[config.mk]
export PLATFORM = sky130hd
export DESIGN_NAME = seg_xlate_unit
export DESIGN_NICKNAME = d
export VERILOG_FILES = /design/src/rtl/seg_pkg.sv /design/src/rtl/seg_desc_table.sv /design/src/rtl/seg_prot_check.sv /design/src/rtl/seg_real_gen.sv /design/src/rtl/seg_xlate_unit.sv
export SDC_FILE = /design/constraint.sdc
export NUM_CORES = 1
export LEC_CHECK = 0
export BUFFER_PORTS_ARGS = -buffer_cell sky130_fd_sc_hd__buf_2
export CORE_MARGIN = 2
export CORE_UTILIZATION = 45
export CTS_CLUSTER_DIAMETER = 30
export DETAILED_ROUTE_END_ITERATION = 16
export GPL_TIMING_DRIVEN = 0
export SYNTH_ARGS = -nofsm -noshare
export SYNTH_HDL_FRONTEND = slang
export SYNTH_SLANG_ARGS = --single-unit
[constraint.sdc]
create_clock -name clk -period 5.6 [get_ports clk]
set_input_delay 1.12 -clock clk [delete_from_list [all_inputs] [get_ports clk]]
set_output_delay 1.12 -clock clk [all_outputs]
set_load 0.01 [all_outputs]
[src/rtl/seg_pkg.sv]
package seg_pkg;
    parameter int unsigned SEG_ENTRIES = 8;
    parameter int unsigned IDX_W       = $clog2(SEG_ENTRIES);
    parameter int unsigned PA_W        = 24;
    parameter int unsigned OFF_W       = 16;
    parameter int unsigned SEL_W       = 16;
    parameter int unsigned REAL_SHIFT  = 4;
    parameter int unsigned REAL_W      = SEL_W + REAL_SHIFT;

    typedef enum logic [1:0] {
        ACC_READ  = 2'd0,
        ACC_WRITE = 2'd1,
        ACC_FETCH = 2'd2,
        ACC_RSVD  = 2'd3
    } acc_e;

    typedef enum logic [1:0] {
        FLT_NONE   = 2'd0,
        FLT_ABSENT = 2'd1,
        FLT_BOUNDS = 2'd2,
        FLT_PERM   = 2'd3
    } fault_e;

    typedef struct packed {
        logic             present;
        logic [2:0]       rights;   // {exec, write, read}
        logic [OFF_W-1:0] last_off;
        logic [PA_W-1:0]  base;
    } seg_desc_t;

    typedef struct packed {
        logic [PA_W-1:0] addr;
        fault_e          fault;
    } xlate_res_t;

    function automatic logic rights_allow(logic [2:0] rights, acc_e acc);
        logic ok;
        case (acc)
            ACC_READ:  ok = rights[0];
            ACC_WRITE: ok = rights[1];
            ACC_FETCH: ok = rights[2];
            default:   ok = 1'b0;
        endcase
        return ok;
    endfunction
endpackage

[src/rtl/seg_desc_table.sv]
module seg_desc_table
    import seg_pkg::*;
#(
    parameter int unsigned ENTRIES = SEG_ENTRIES,
    localparam int unsigned IW = $clog2(ENTRIES)
) (
    input  logic            clk,
    input  logic            rst,
    input  logic            wr_en,
    input  logic [IW-1:0]   wr_idx,
    input  seg_desc_t       wr_desc,
    input  logic [IW-1:0]   rd_idx,
    output seg_desc_t       rd_desc
);
    seg_desc_t entry_q [ENTRIES];

    for (genvar g = 0; g < ENTRIES; g++) begin : g_entry
        always_ff @(posedge clk) begin
            if (rst) begin
                entry_q[g] <= '0;
            end else if (wr_en && (wr_idx == IW'(g))) begin
                entry_q[g] <= wr_desc;
            end
        end
    end

    assign rd_desc = entry_q[rd_idx];
endmodule

[src/rtl/seg_prot_check.sv]
module seg_prot_check
    import seg_pkg::*;
(
    input  seg_desc_t        desc,
    input  logic [OFF_W-1:0] offset,
    input  acc_e             acc,
    output xlate_res_t       res
);
    logic over_end;
    logic denied;

    always_comb begin
        over_end = offset > desc.last_off;
        denied   = !rights_allow(desc.rights, acc);
        res.addr  = '0;
        res.fault = FLT_NONE;
        if (!desc.present) begin
            res.fault = FLT_ABSENT;
        end else if (over_end) begin
            res.fault = FLT_BOUNDS;
        end else if (denied) begin
            res.fault = FLT_PERM;
        end else begin
            res.addr = desc.base + PA_W'(offset);
        end
    end
endmodule

[src/rtl/seg_real_gen.sv]
module seg_real_gen
    import seg_pkg::*;
(
    input  logic [SEL_W-1:0] selector,
    input  logic [OFF_W-1:0] offset,
    output xlate_res_t       res
);
    logic [REAL_W-1:0] shifted;
    logic [REAL_W-1:0] sum;

    always_comb begin
        shifted   = {selector, {REAL_SHIFT{1'b0}}};
        sum       = shifted + REAL_W'(offset);
        res.addr  = PA_W'(sum);
        res.fault = FLT_NONE;
    end
endmodule

[src/rtl/seg_xlate_unit.sv]
module seg_xlate_unit
    import seg_pkg::*;
(
    input  logic              clk,
    input  logic              rst,
    input  logic              mode_real,
    input  logic              req_valid,
    output logic              req_ready,
    input  logic [SEL_W-1:0]  req_seg,
    input  logic [OFF_W-1:0]  req_off,
    input  logic [1:0]        req_acc,
    input  logic              desc_we,
    input  logic [IDX_W-1:0]  desc_idx,
    input  logic [PA_W-1:0]   desc_base,
    input  logic [OFF_W-1:0]  desc_limit,
    input  logic [2:0]        desc_perm,
    input  logic              desc_present,
    output logic              rsp_valid,
    output logic [PA_W-1:0]   rsp_addr,
    output logic [1:0]        rsp_fault
);
    seg_desc_t  wr_desc;
    seg_desc_t  sel_desc;
    xlate_res_t prot_res;
    xlate_res_t real_res;
    xlate_res_t next_res;
    xlate_res_t res_q;
    logic       valid_q;
    logic       accept;

    assign req_ready = !rst;
    assign accept    = req_valid && req_ready;

    always_comb begin
        wr_desc.present  = desc_present;
        wr_desc.rights   = desc_perm;
        wr_desc.last_off = desc_limit;
        wr_desc.base     = desc_base;
    end

    seg_desc_table #(.ENTRIES(SEG_ENTRIES)) u_table (
        .clk     (clk),
        .rst     (rst),
        .wr_en   (desc_we),
        .wr_idx  (desc_idx),
        .wr_desc (wr_desc),
        .rd_idx  (req_seg[IDX_W-1:0]),
        .rd_desc (sel_desc)
    );

    seg_prot_check u_check (
        .desc   (sel_desc),
        .offset (req_off),
        .acc    (acc_e'(req_acc)),
        .res    (prot_res)
    );

    seg_real_gen u_real (
        .selector (req_seg),
        .offset   (req_off),
        .res      (real_res)
    );

    assign next_res = mode_real ? real_res : prot_res;

    always_ff @(posedge clk) begin
        if (rst) begin
            valid_q <= 1'b0;
            res_q   <= '0;
        end else begin
            valid_q <= accept;
            if (accept) begin
                res_q <= next_res;
            end
        end
    end

    assign rsp_valid = valid_q;
    assign rsp_addr  = res_q.addr;
    assign rsp_fault = res_q.fault;
endmodule

==> flow_metrics.tcl <==
set metrics [dict create \
    drive_above_1_share 0.260 \
    routedWlPerCell_um 23.6 \
    routed_wl_mm 49.1 \
    max_slew_margin 0.112 \
    critPathMaxStageDelay_ps 720 \
    setup_viol 0 \
    period_needed_ps 5180 \
    worst_pin_slew_ps 1330 \
    async_flop_share 0 \
    syn_avg_cell_area_um2 14.5 \
    die_y_um 207 \
    final_common_cell "and2_1" \
    met1_usage 0.319 \
    initial_core_util 0.454 \
    fillers 3231 \
    path_clk_slew_ps 40 \
    required_ps 6090 \
    drt-pass1-iter-count 5 \
    holdCritPathClass "flop to flop" \
    crit_path_frequent_cell "buf_2" \
    arrival_ps 5670 \
    numPortBuffers 113 \
    grt_setup_unrepaired "false" \
    regToRegStartpoint "u_table.entry_q[0][0]$_SDFFCE_PN0P_" \
    total_power_mw 8.74 \
    ys_ff_latch 379 \
    ys_seq_area_frac 0.602 \
    crit_fanout 10 \
    syn_inst 1273 \
    p_leak_nw 8.55 \
    vias 11417 \
    nets 1617 \
    cts_buffers 81 \
    reg2regPathDepth 12 \
    drtAntennaViolNets 0 \
    yosys_warnings 0 \
    die_x_um 207 \
    min_from "rsp_addr[16]$_SDFFE_PP0P_" \
    cpMaxStageDelayCell "clkbuf_1" \
    place.gp.congestion 0.865 \
    crit_buf_inv 4 \
    post-dp-hpwl_mm 33.7 \
    synth_fp_nets 1405 \
    syn-cell-area_mm2 0.0185 \
    viasPerCell 5.48 \
    hold_viol 0 \
    crit_chain "buf_2 > buf_2 > buf_2 > clkbuf_1 > mux2i_2 > ha_1 > and3_1 > a221o_1 > a221oi_1 > a41o_1 > nand4_4 > or3_1 > a311oi_1" \
    fp.coreArea_mm2 0.0406 \
    drt_iter0_drc 1025 \
    grt_max_degree 23 \
    ctsHtreeMaxLevel 3 \
    cts_buffer_depth 3 \
    max_cap_violations 0 \
    cts_root_buffer "clkbuf_16" \
    synth.distinct_cells 64 \
    r2r_slack_ps 1890 \
    p_per_area_mw_per_mm2 382 \
    final.setup.tns_ps 0 \
    drv_slew 0 \
    r2r_end "rsp_addr[18]$_SDFFE_PP0P_" \
    gr-total-overflow 0 \
    use_met3 0.0495 \
    critical_path.top_delay_family "buffers and inverters" \
    holdPathEnd "rsp_addr[16]$_SDFFE_PP0P_" \
    criticalPathCategory "primary input to flop" \
    status "finished, final reports clean" \
    most-common-layout-cells "and2_1 (353), edfxtp_1 (352), buf_2 (118)" \
    drc 0 \
    fin_crit_sh 0.925 \
    cts_tree "done" \
    die-area_mm2 0.0427 \
    instances_no_fill 2084 \
    grtUsageMet2 0.376 \
    grt_pass1_wl_mm 72.5 \
    start_kind "primary input" \
    antenna_found_initial 6 \
    clock_sinks 379 \
    syn_to_final_growth_pct 23.9 \
    rows 74 \
    endpoint_kind "flop" \
    post_cts_buffers 0 \
    clkLatencyLatePin_ps 600 \
    max_freq_mhz 193 \
    grt_use_total 0.237 \
    grt_pass1_vias 11782 \
    dp_cells 1936 \
    worstHoldPathCells 2 \
    peakVddDrop_uv 204 \
    finalClockSkew_ps 28.1 \
    io_pins 114 \
    synth_top_flop_cell "edfxtp_1" \
    top_usage_layer "met2" \
    synth-edff-count 352 \
]
-- how the worst max path moves through the flow --
| stage | start | to | slack [ps] | cells past startpoint |
|---|---|---|---|---|
| 2_1_floorplan | req_seg[0] | rsp_addr[18]$_SDFFE_PP0P_ | 470 | 17 |
| 3_3_place_gp | desc_idx[0] | u_table.entry_q[0][23]$_SDFFCE_PN0P_ | -3110 | 3 |
| 3_5_place_dp | req_seg[1] | rsp_addr[22]$_SDFFE_PP0P_ | -880 | 17 |
| 4_1_cts | req_seg[0] | rsp_addr[18]$_SDFFE_PP0P_ | 40 | 17 |
| 5_1_grt | req_seg[2] | rsp_addr[18]$_SDFFE_PP0P_ | 180 | 14 |
| 6_report | req_seg[2] | rsp_addr[10]$_SDFFE_PP0P_ | 420 | 13 |
-- report_power, final --
part           switching, mW  leakage (nW)  total [mW]  internal, mW
logic                  0.517          3.67       0.904         0.387
registers             0.0487          3.62        3.34          3.29
clock network           1.51          1.26        4.50          2.99
-- registers in the layout (all words and copies together) (netlist names) --
| signal | cells |
|---|---|
| rsp_addr | 24 |
| rsp_fault | 2 |
| u_table.entry_q | 352 |
| rsp_valid | 1 |
-- area by class of cell --
cell class	count	area, um2	share of cell area
Sequential cell	379	11100	0.485
Multi-Input combinational cell	815	7140	0.312
Clock buffer	92	2090	0.0913
Timing Repair Buffer	131	1020	0.0445
Tap cell	532	666	0.0291
Clock inverter	55	513	0.0224
Buffer	63	297	0.0130
Inverter	14	52.6	0.00230
Antenna cell	3	7.51	0.000328
-- layer usage --
metal  part of all wire  wire length (um)
met1               0.43             21300
met2               0.47             23100
met3              0.065              3190
met4              0.029              1440
met5            0.00081                40
-- synthesized netlist by cell type (13+ instances only) --
cell type | n | area share
ha_1 | 44 | 0.030
xnor2_1 | 21 | 0.010
dfxtp_1 | 27 | 0.029
a21oi_1 | 23 | 0.0062
mux2_2 | 19 | 0.012
and2_1 | 353 | 0.12
mux2i_1 | 24 | 0.013
nor2_1 | 42 | 0.0085
a211oi_1 | 18 | 0.0073
nand2_1 | 28 | 0.0057
clkbuf_1 | 50 | 0.010
edfxtp_1 | 352 | 0.57
o21ai_1 | 14 | 0.0038
nand3_1 | 13 | 0.0035
o21ai_0 | 14 | 0.0038
mux4_2 | 87 | 0.11
-- timing repair --
action / in CTS / in global routing
hold buffers: 0 / 0
setup endpoints to repair: 17 / 18
gates resized for setup: 8 / 10
-- cells by family after synthesis --
logic type	Yosys count	synth area share
xor+xnor	29	0.0138
buf+inv	79	0.0180
compound gates	130	0.0497
fa+ha+maj	46	0.0320
mux	131	0.132
flops	379	0.602
simple gates	479	0.153
-- metrics by stage --
| stage | setup slack, ps | instance area (um2) | utilization | hold slack [ps] |
|---|---|---|---|---|
| 6_report | 422 | 22900 | 0.563 | 473 |
| 5_1_grt | 182 | 22900 | 0.563 | 498 |
| 4_1_cts | 42.5 | 22900 | 0.562 | 469 |
| 3_5_place_dp | -881 | 20200 | 0.498 | 460 |
| 3_3_place_gp | -3110 | 19700 | 0.485 | 455 |
| 2_1_floorplan | 470 | 18500 | - | 490 |
-- worst min-delay path, stage by stage, from the launching register on --
cell      delay [ps]
dfxtp_1          320
nand2_1           50
o211ai_1          70
(Power assumes the default switching activity.)
